File: config.mk
export PLATFORM = sky130hd
export DESIGN_NAME = pex_i2c_slave
export DESIGN_NICKNAME = d
export VERILOG_FILES = /design/src/rtl/pex_pkg.sv /design/src/rtl/pex_line_sync.sv /design/src/rtl/pex_bus_events.sv /design/src/rtl/pex_byte_engine.sv /design/src/rtl/pex_i2c_slave.sv
export SDC_FILE = /design/constraint.sdc
export NUM_CORES = 1
export LEC_CHECK = 0
export ABC_AREA = 0
export ABC_CLOCK_PERIOD_IN_PS = 4450
export BUFFER_PORTS_ARGS = -buffer_cell sky130_fd_sc_hd__clkbuf_2
export CORE_ASPECT_RATIO = 0.75
export CORE_MARGIN = 5
export CORE_UTILIZATION = 55
export CTS_BUF_LIST = sky130_fd_sc_hd__clkbuf_8 sky130_fd_sc_hd__clkbuf_16
export CTS_CLUSTER_SIZE = 12
export DETAILED_ROUTE_END_ITERATION = 8
export PLACE_DENSITY_LB_ADDON = 0.25
export SETUP_SLACK_MARGIN = 0.02
export SYNTH_ARGS = -nofsm -noshare
export SYNTH_HDL_FRONTEND = slang
export SYNTH_HIERARCHICAL = 1
export SYNTH_SLANG_ARGS = --single-unit
export TNS_END_PERCENT = 20
File: constraint.sdc
create_clock -name clk -period 4.45 [get_ports clk]
set_input_delay 0.6675 -clock clk [delete_from_list [all_inputs] [get_ports clk]]
set_output_delay 0.6675 -clock clk [all_outputs]
set_load 0.05 [all_outputs]
File: src/rtl/pex_pkg.sv
package pex_pkg;

  typedef enum logic [2:0] {
    ST_IDLE,
    ST_ADDR,
    ST_AACK,
    ST_WDAT,
    ST_WACK,
    ST_RDAT,
    ST_RACK
  } pex_state_e;

  // Fixed upper address nibble picked by the variant parameter
  function automatic logic [3:0] fixed_prefix(input int unsigned sel);
    return (sel == 0) ? 4'b0100 : 4'b0111;
  endfunction

  // Full 7-bit slave address
  function automatic logic [6:0] slave_addr(input logic [3:0] pfx, input logic [2:0] strap);
    return {pfx, strap};
  endfunction

  function automatic logic addr_hit(input logic [6:0] rx, input logic [3:0] pfx,
                                    input logic [2:0] strap);
    return rx == slave_addr(pfx, strap);
  endfunction

endpackage

File: src/rtl/pex_line_sync.sv
module pex_line_sync #(
  parameter int STAGES = 2,
  parameter int LINES  = 2
) (
  input  logic             clk,
  input  logic             rst_n,
  input  logic [LINES-1:0] raw_i,
  output logic [LINES-1:0] sync_o,
  output logic [LINES-1:0] prev_o
);

  generate
    for (genvar g = 0; g < LINES; g++) begin : g_line
      logic [STAGES-1:0] chain;
      logic              last;
      // bus lines idle high, so reset the chain high
      always_ff @(posedge clk or negedge rst_n) begin
        if (!rst_n) begin
          chain <= '1;
          last  <= 1'b1;
        end else begin
          chain <= {chain[STAGES-2:0], raw_i[g]};
          last  <= chain[STAGES-1];
        end
      end
      assign sync_o[g] = chain[STAGES-1];
      assign prev_o[g] = last;
    end
  endgenerate

endmodule

File: src/rtl/pex_bus_events.sv
module pex_bus_events (
  input  logic scl_s,
  input  logic scl_p,
  input  logic sda_s,
  input  logic sda_p,
  output logic start_o,
  output logic stop_o,
  output logic scl_rise_o,
  output logic scl_fall_o
);

  logic scl_held_high;

  assign scl_held_high = scl_s & scl_p;
  assign start_o       = scl_held_high &  sda_p & ~sda_s;
  assign stop_o        = scl_held_high & ~sda_p &  sda_s;
  assign scl_rise_o    =  scl_s & ~scl_p;
  assign scl_fall_o    = ~scl_s &  scl_p;

endmodule

File: src/rtl/pex_byte_engine.sv
module pex_byte_engine
  import pex_pkg::*;
#(
  parameter int unsigned PREFIX_SEL = 0,
  parameter int          BYTE_W     = 8
) (
  input  logic              clk,
  input  logic              rst_n,
  input  logic              start_i,
  input  logic              stop_i,
  input  logic              scl_rise_i,
  input  logic              scl_fall_i,
  input  logic              sda_i,
  input  logic [2:0]        strap_i,
  input  logic [BYTE_W-1:0] pins_i,
  output logic              sda_pull_o,
  output logic [BYTE_W-1:0] port_q_o,
  output logic              wr_pulse_o,
  output logic              rd_pulse_o,
  output logic              ack_phase_o,
  output logic              addr_phase_o,
  output logic              tx_phase_o
);

  localparam int          CNT_W = $clog2(BYTE_W + 1);
  localparam logic [3:0]  PFX   = fixed_prefix(PREFIX_SEL);
  localparam logic [CNT_W-1:0] LAST_CNT = CNT_W'(BYTE_W);
  localparam logic [CNT_W-1:0] TX_LAST  = CNT_W'(BYTE_W - 1);

  pex_state_e        state;
  logic [CNT_W-1:0]  cnt;
  logic [BYTE_W-1:0] shreg;
  logic              rw;
  logic              mack;

  always_ff @(posedge clk or negedge rst_n) begin
    if (!rst_n) begin
      state      <= ST_IDLE;
      cnt        <= '0;
      shreg      <= '0;
      rw         <= 1'b0;
      mack       <= 1'b0;
      port_q_o   <= '1;
      wr_pulse_o <= 1'b0;
      rd_pulse_o <= 1'b0;
    end else begin
      wr_pulse_o <= 1'b0;
      rd_pulse_o <= 1'b0;
      if (start_i) begin
        state <= ST_ADDR;
        cnt   <= '0;
      end else if (stop_i) begin
        state <= ST_IDLE;
      end else begin
        case (state)
          ST_ADDR: begin
            if (scl_rise_i) begin
              shreg <= {shreg[BYTE_W-2:0], sda_i};
              cnt   <= cnt + 1'b1;
            end else if (scl_fall_i && cnt == LAST_CNT) begin
              if (addr_hit(shreg[BYTE_W-1:1], PFX, strap_i)) begin
                state <= ST_AACK;
                rw    <= shreg[0];
              end else begin
                state <= ST_IDLE;
              end
            end
          end
          ST_AACK: begin
            if (scl_fall_i) begin
              cnt <= '0;
              if (rw) begin
                shreg      <= pins_i;
                rd_pulse_o <= 1'b1;
                state      <= ST_RDAT;
              end else begin
                state <= ST_WDAT;
              end
            end
          end
          ST_WDAT: begin
            if (scl_rise_i) begin
              shreg <= {shreg[BYTE_W-2:0], sda_i};
              cnt   <= cnt + 1'b1;
            end else if (scl_fall_i && cnt == LAST_CNT) begin
              state <= ST_WACK;
            end
          end
          ST_WACK: begin
            if (scl_rise_i) begin
              port_q_o   <= shreg;
              wr_pulse_o <= 1'b1;
            end else if (scl_fall_i) begin
              cnt   <= '0;
              state <= ST_WDAT;
            end
          end
          ST_RDAT: begin
            if (scl_fall_i) begin
              shreg <= {shreg[BYTE_W-2:0], 1'b1};
              if (cnt == TX_LAST) begin
                cnt   <= '0;
                state <= ST_RACK;
              end else begin
                cnt <= cnt + 1'b1;
              end
            end
          end
          ST_RACK: begin
            if (scl_rise_i) begin
              mack <= ~sda_i;
            end else if (scl_fall_i) begin
              if (mack) begin
                shreg      <= pins_i;
                rd_pulse_o <= 1'b1;
                state      <= ST_RDAT;
              end else begin
                state <= ST_IDLE;
              end
            end
          end
          default: state <= ST_IDLE;
        endcase
      end
    end
  end

  assign ack_phase_o  = (state == ST_AACK) || (state == ST_WACK) || (state == ST_RACK);
  assign addr_phase_o = (state == ST_ADDR);
  assign tx_phase_o   = (state == ST_RDAT);
  assign sda_pull_o   = (state == ST_AACK) || (state == ST_WACK) ||
                        ((state == ST_RDAT) && !shreg[BYTE_W-1]);

endmodule

File: src/rtl/pex_i2c_slave.sv
module pex_i2c_slave #(
  parameter int unsigned PREFIX_SEL  = 0,
  parameter int          SYNC_STAGES = 2,
  parameter int          BYTE_W      = 8
) (
  input  logic              clk,
  input  logic              rst_n,
  input  logic              scl_i,
  input  logic              sda_i,
  input  logic [2:0]        strap_i,
  input  logic [BYTE_W-1:0] pins_i,
  output logic              sda_pull_o,
  output logic [BYTE_W-1:0] port_q_o,
  output logic              wr_pulse_o,
  output logic              rd_pulse_o,
  output logic              ack_phase_o
);

  localparam int LINES = 2;

  logic [LINES-1:0] line_sync;
  logic [LINES-1:0] line_prev;
  logic start_det, stop_det, scl_rise, scl_fall;
  logic addr_phase, tx_phase;

  pex_line_sync #(.STAGES(SYNC_STAGES), .LINES(LINES)) u_sync (
    .clk    (clk),
    .rst_n  (rst_n),
    .raw_i  ({sda_i, scl_i}),
    .sync_o (line_sync),
    .prev_o (line_prev)
  );

  pex_bus_events u_events (
    .scl_s      (line_sync[0]),
    .scl_p      (line_prev[0]),
    .sda_s      (line_sync[1]),
    .sda_p      (line_prev[1]),
    .start_o    (start_det),
    .stop_o     (stop_det),
    .scl_rise_o (scl_rise),
    .scl_fall_o (scl_fall)
  );

  pex_byte_engine #(.PREFIX_SEL(PREFIX_SEL), .BYTE_W(BYTE_W)) u_engine (
    .clk          (clk),
    .rst_n        (rst_n),
    .start_i      (start_det),
    .stop_i       (stop_det),
    .scl_rise_i   (scl_rise),
    .scl_fall_i   (scl_fall),
    .sda_i        (line_sync[1]),
    .strap_i      (strap_i),
    .pins_i       (pins_i),
    .sda_pull_o   (sda_pull_o),
    .port_q_o     (port_q_o),
    .wr_pulse_o   (wr_pulse_o),
    .rd_pulse_o   (rd_pulse_o),
    .ack_phase_o  (ack_phase_o),
    .addr_phase_o (addr_phase),
    .tx_phase_o   (tx_phase)
  );

endmodule

* Yosys cells after proc, flatten, opt, wreduce, memory -nomap -nowiden
Cells that the tools add are included.
Cells by class: add/subtract/negate cells 1, equal/unequal tests 31, multiplexer cells 45, bitwise logic cells 14, reduce and logical (&&, ||, !) cells 15
Operators with widths (number):
- 2-to-1 mux 8 bit | 7
- 2-to-1 mux 3 bit | 15
- one-hot mux 8 bit (4 select lines) | 1
- 2-to-1 mux 4 bit | 7
- inequality test 4 x 3 -> 1 bit, second input constant | 7
- one-hot mux 3 bit (6 select lines) | 1
- inequality test 4 bit, second input constant | 4
- one-hot mux 4 bit (4 select lines) | 1
- inequality test 2 x 1 -> 1 bit, second input constant | 6
- 2-to-1 mux 1 bit | 11
- AND reduction 11 bit | 1
- AND reduction 10 bit | 1
- == test 3 bit, second input constant | 3
- AND reduction 4 bit | 2
- bitwise AND 1 bit | 7
- == test 7 x 6 -> 1 bit | 1
- inverter 1 bit | 7
- == test 3 x 2 -> 1 bit, second input constant | 2
- AND reduction 6 bit | 1
- AND reduction 5 bit | 1
- nonzero test 5 bit | 1
- adder 4 x 1 -> 4 bit, second input constant | 1
- == test 4 x 3 -> 1 bit, second input constant | 1
- == test 4 bit, second input constant | 1
- other kinds (12) | 16
Storage, ports and cells: bits in registers 33, bits of input ports 15

* Logic depth before layout (Yosys ltp)
word-level depth 8, mapped depth 8, mapped depth without buffers 7

* Cells and area by module
Netlist, hierarchy kept.
By module, submodules not included:
- pex_byte_engine | instances 1, cells an instance 143, area an instance 1562.7 sq um
- pex_line_sync | instances 1, cells an instance 10, area an instance 187.7 sq um
- pex_bus_events | instances 1, cells an instance 4, area an instance 32.5 sq um

* Worst setup path after synthesis
Ideal clock, no wire load.
kind register -> output, start point register u_engine.state[0], end point output port sda_pull_o, arrival time 1791 ps, data required time 3783 ps, slack 1992 ps, stages on the path, launching flop included 4, path buffers 1, cells stage by stage dfrtp_1 -> nand2b_1 -> buf_2 -> o21ai_0
On the way: longest elaborated chain between the ends 3, elaborated cells between the ends (all ways) 6, those cells by class eq/ne (3); reduce/logical (3)
RTL lines:
- start, declared | RTL line pex_byte_engine.sv:30 | pex_state_e state;
- start signal, assigned | RTL line pex_byte_engine.sv:38 | state <= ST_IDLE;
- start signal, assigned | RTL line pex_byte_engine.sv:50 | state <= ST_ADDR;
- start signal, assigned | RTL line pex_byte_engine.sv:53 | state <= ST_IDLE;
- == test 3 x 2 -> 1 bit (tied with other cells) | RTL line pex_byte_engine.sv:131 | assign sda_pull_o = (state == ST_AACK) || (state == ST_WACK) ||
- logical OR 1 bit or logical AND 1 bit (tied branches) | RTL line pex_byte_engine.sv:131, pex_byte_engine.sv:132
- logical OR 1 bit (*) | RTL line pex_byte_engine.sv:131
- end, declared | RTL line pex_i2c_slave.sv:12 | output logic sda_pull_o,
Every way passes the cells marked *; elsewhere a longest branch is shown, timed or not.

* Worst setup path after layout
Ends and elaborated chain as after synthesis.

==> qor.yml <==
power:
  combPwrFrac_pct: 41.8
  power.density_cell_area_nw_per_um2: 753
  switching_share_pct: 40.9
  leakagePower_nw: 0.897
  switchingPower_w: 0.000618
  intPower_w: 0.000895
  pwr-share-clk_pct: 22.8
  irDropWorstVdd_v: 0.000418
  seqPwrFrac_pct: 35.4
routing:
  avgViaCountPerCell: 5.87
  num_vias: 1274
  drt_first_iter_violations: 160
  routedWlPerCell_um: 15.8
  wirelength_um: 3440
  drt_pre_antenna_iters: 4
  drc_errors: 0
  route.antenna.remaining_nets: 0
hold_path:
  worst_hold_startpoint: "u_sync/g_line[0].chain[0]"
  min_path_cells: 0
  hold_class: "reg -> reg"
  min_delay_worst_endpoint: "u_sync/g_line[0].chain[1]"
placed_design:
  detailedPlacementHpwl_um: 2480
  place_congestion: 0.933
  placed_cells_incl_taps: 209
  instance_area_after_placement_um2: 1870
  port_bufs: 26
clock_network:
  post_cts_hold_buffers: 0
  cts_max_level: 2
  cts_resized: 0
  cts_setup_buffers: 0
  cts_made_buffers: 5
  clk_latency_ns: 0.29
  clock_slew_seen_by_the_registers_of_the_worst_setup_and_hold_paths_ns: 0.07
  clk_root_buffer_cell: "clkbuf_8"
  cts_tree: "yes"
  tritoncts_num_sinks: 33
  cts_max_path_buffers: 2
flow_run:
  max-cap-violations: 0
timing:
  setup_viol_count_final: 0
  clock_skew_ns: 0.00291
  hold-worst-slack_ns: 0.359
  fmax_ghz: 0.412
  fin_tns_setup_ns: 0
  rsz_0062_raised_after_global_routing: "false"
  post-route-min-period_ns: 2.43
  period_share_pct: 54.5
  slew_violations: 0
  tightestPinTransition_ns: 0.803
  slew_headroom_pct: 46.5
  timing.final.hold_violations: 0
critical_path:
  reg2reg_slack_ns: 2.17
  critical_path.reg2reg.endpoint: "u_engine/port_q_o[4]"
  ff2ff_path_depth: 4
  worst_ep_arrival_time_ns: 1.76
  timing.critical_path.to_type: "output pin"
  critPathRequiredTime_ns: 3.78
  critPathMaxFanout: 15
  start_kind: "register"
  criticalPathCategory: "reg -> out"
  timing.rr.start: "u_sync/g_line[1].chain[1]"
floorplan:
  ios: 27
  fp.coreArea_um2: 3020
  initial_util_pct: 58.9
  num_rows: 17
  die-width_um: 75.7
  fp.dieH_um: 59.3
  design.die.area_um2: 4480
final_layout:
  insertedDiodeCount: 0
  finalInstanceArea_um2: 2010
  final.fill_count: 243
  final_net_count: 195
  layout-drive-gt1-share_pct: 40.8
  finalNonFillerCells: 217
  synthToLayoutAreaGrowth_pct: 12.9
synthesis:
  syn_avg_cell_area_um2: 11.4
  synthesis.area_um2: 1780
  synthesis.instances: 156
  yosysWarningCount: 6
  postSynthNetCount: 173
grt:
  grt_antenna_before_repair: 0
  grt_pass1_vias: 1224
  grt_util_all_layers_pct: 18.0
  grt_first_pass_wirelength_um: 5940
  maximum_number_of_pins_on_one_net_before_global_route_repair: 34
  overflow: 0
status:
  run_status: "complete, no violations"
[sequential cells by signal (all words and copies together), names as in the netlist]
register	flops
u_engine/rw	1
u_sync/g_line.last	2
u_engine/rd_pulse_o	1
u_engine/mack	1
u_sync/g_line.chain	4
u_engine/wr_pulse_o	1
u_engine/shreg	8
u_engine/state	3
u_engine/cnt	4
u_engine/port_q_o	8
[cell usage in the layout (no fill, tap or decap)]
cell type / count
and2_1: 2
nor4bb_1: 1
dfrtp_1: 19
nor2b_1: 7
a221oi_2: 1
mux2i_1: 2
dfstp_2: 14
nand2_1: 13
clkbuf_8: 5
mux2_2: 15
clkbuf_2: 26
inv_1: 8
o31ai_1: 4
or4_4: 1
nor4b_1: 1
a22o_1: 1
and4b_1: 2
xnor2_1: 1
a32o_1: 1
mux2_4: 7
o22ai_1: 2
o32ai_1: 1
nand3b_1: 1
a21oi_1: 5
nand3_1: 4
nor2_1: 4
o21a_1: 1
a31oi_1: 1
bufinv_16: 2
o41ai_1: 1
xor2_1: 3
o21ai_0: 8
nand2b_1: 5
or2_1: 1
nor3_1: 2
nor4_1: 2
ha_1: 2
o32ai_4: 1
a311oi_1: 1
inv_6: 1
[power by group through the flow]
stage	combinational, W	sequential [W]	clock (W)
5_1_grt	0.000682	0.000553	0.000367
3_3_place_gp	0.000617	0.000528	0
4_1_cts	0.000633	0.000533	0.000351
6_report	0.000633	0.000536	0.000345
3_5_place_dp	0.000629	0.000538	0
2_1_floorplan	0.000441	0.000610	0
[how the worst max path moves through the flow]
stage,from,endpoint,slack [ns],depth (start not counted)
floorplan,u_engine/state[0],sda_pull_o,1.99,3
global placement,u_sync/g_line[1].chain[1],u_engine/port_q_o[2],2.23,4
detailed placement,u_sync/g_line[1].chain[1],u_engine/port_q_o[3],2.20,4
CTS,u_engine/state[0],sda_pull_o,2.05,3
global route,u_engine/state[0],sda_pull_o,1.91,3
finish,u_engine/state[0],sda_pull_o,2.02,3
[final cells by class]
cell class                 count  area, µm²  share of cell area [%]
clock buffer                   5       68.8                    3.42
multi-input combinational    104        821                    40.8
sequential                    33        843                    42.0
timing repair buffer          26        130                    6.48
tap                           38       47.5                    2.37
clock inverter                 3       68.8                    3.42
inverter                       8       30.0                    1.49
[routing by layer]
| layer | vias up | part of all wire (%) | routed length [µm] | GRT usage, % |
|---|---|---|---|---|
| met1 | 623 | 47 | 1610 | 25.1 |
| met2 | 50 | 45 | 1550 | 25.5 |
| met3 | 7 | 6.8 | 234 | 7.46 |
| li1 | 594 | - | - | - |
| met5 | - | 0 | 0 | 0 |
| met4 | 0 | 1.3 | 46 | 5.74 |
[critical path: stages, from the launching register on]
cell and delay, ns:
dfrtp_1 0.54, nand2b_1 0.39, o21ai_0 0.24, clkbuf_2 0.30
[metrics by stage]
stage                     util (%)  worst slack (ns)  power, W
after floorplan                  -              1.99   0.00105
after global placement        62.0              2.23   0.00114
after detailed placement      62.0              2.20   0.00117
after CTS                     66.5              2.05   0.00152
after global routing          66.5              1.91   0.00160
final                         66.5              2.02   0.00151
Note: power is estimated with default switching activity, not from simulation.
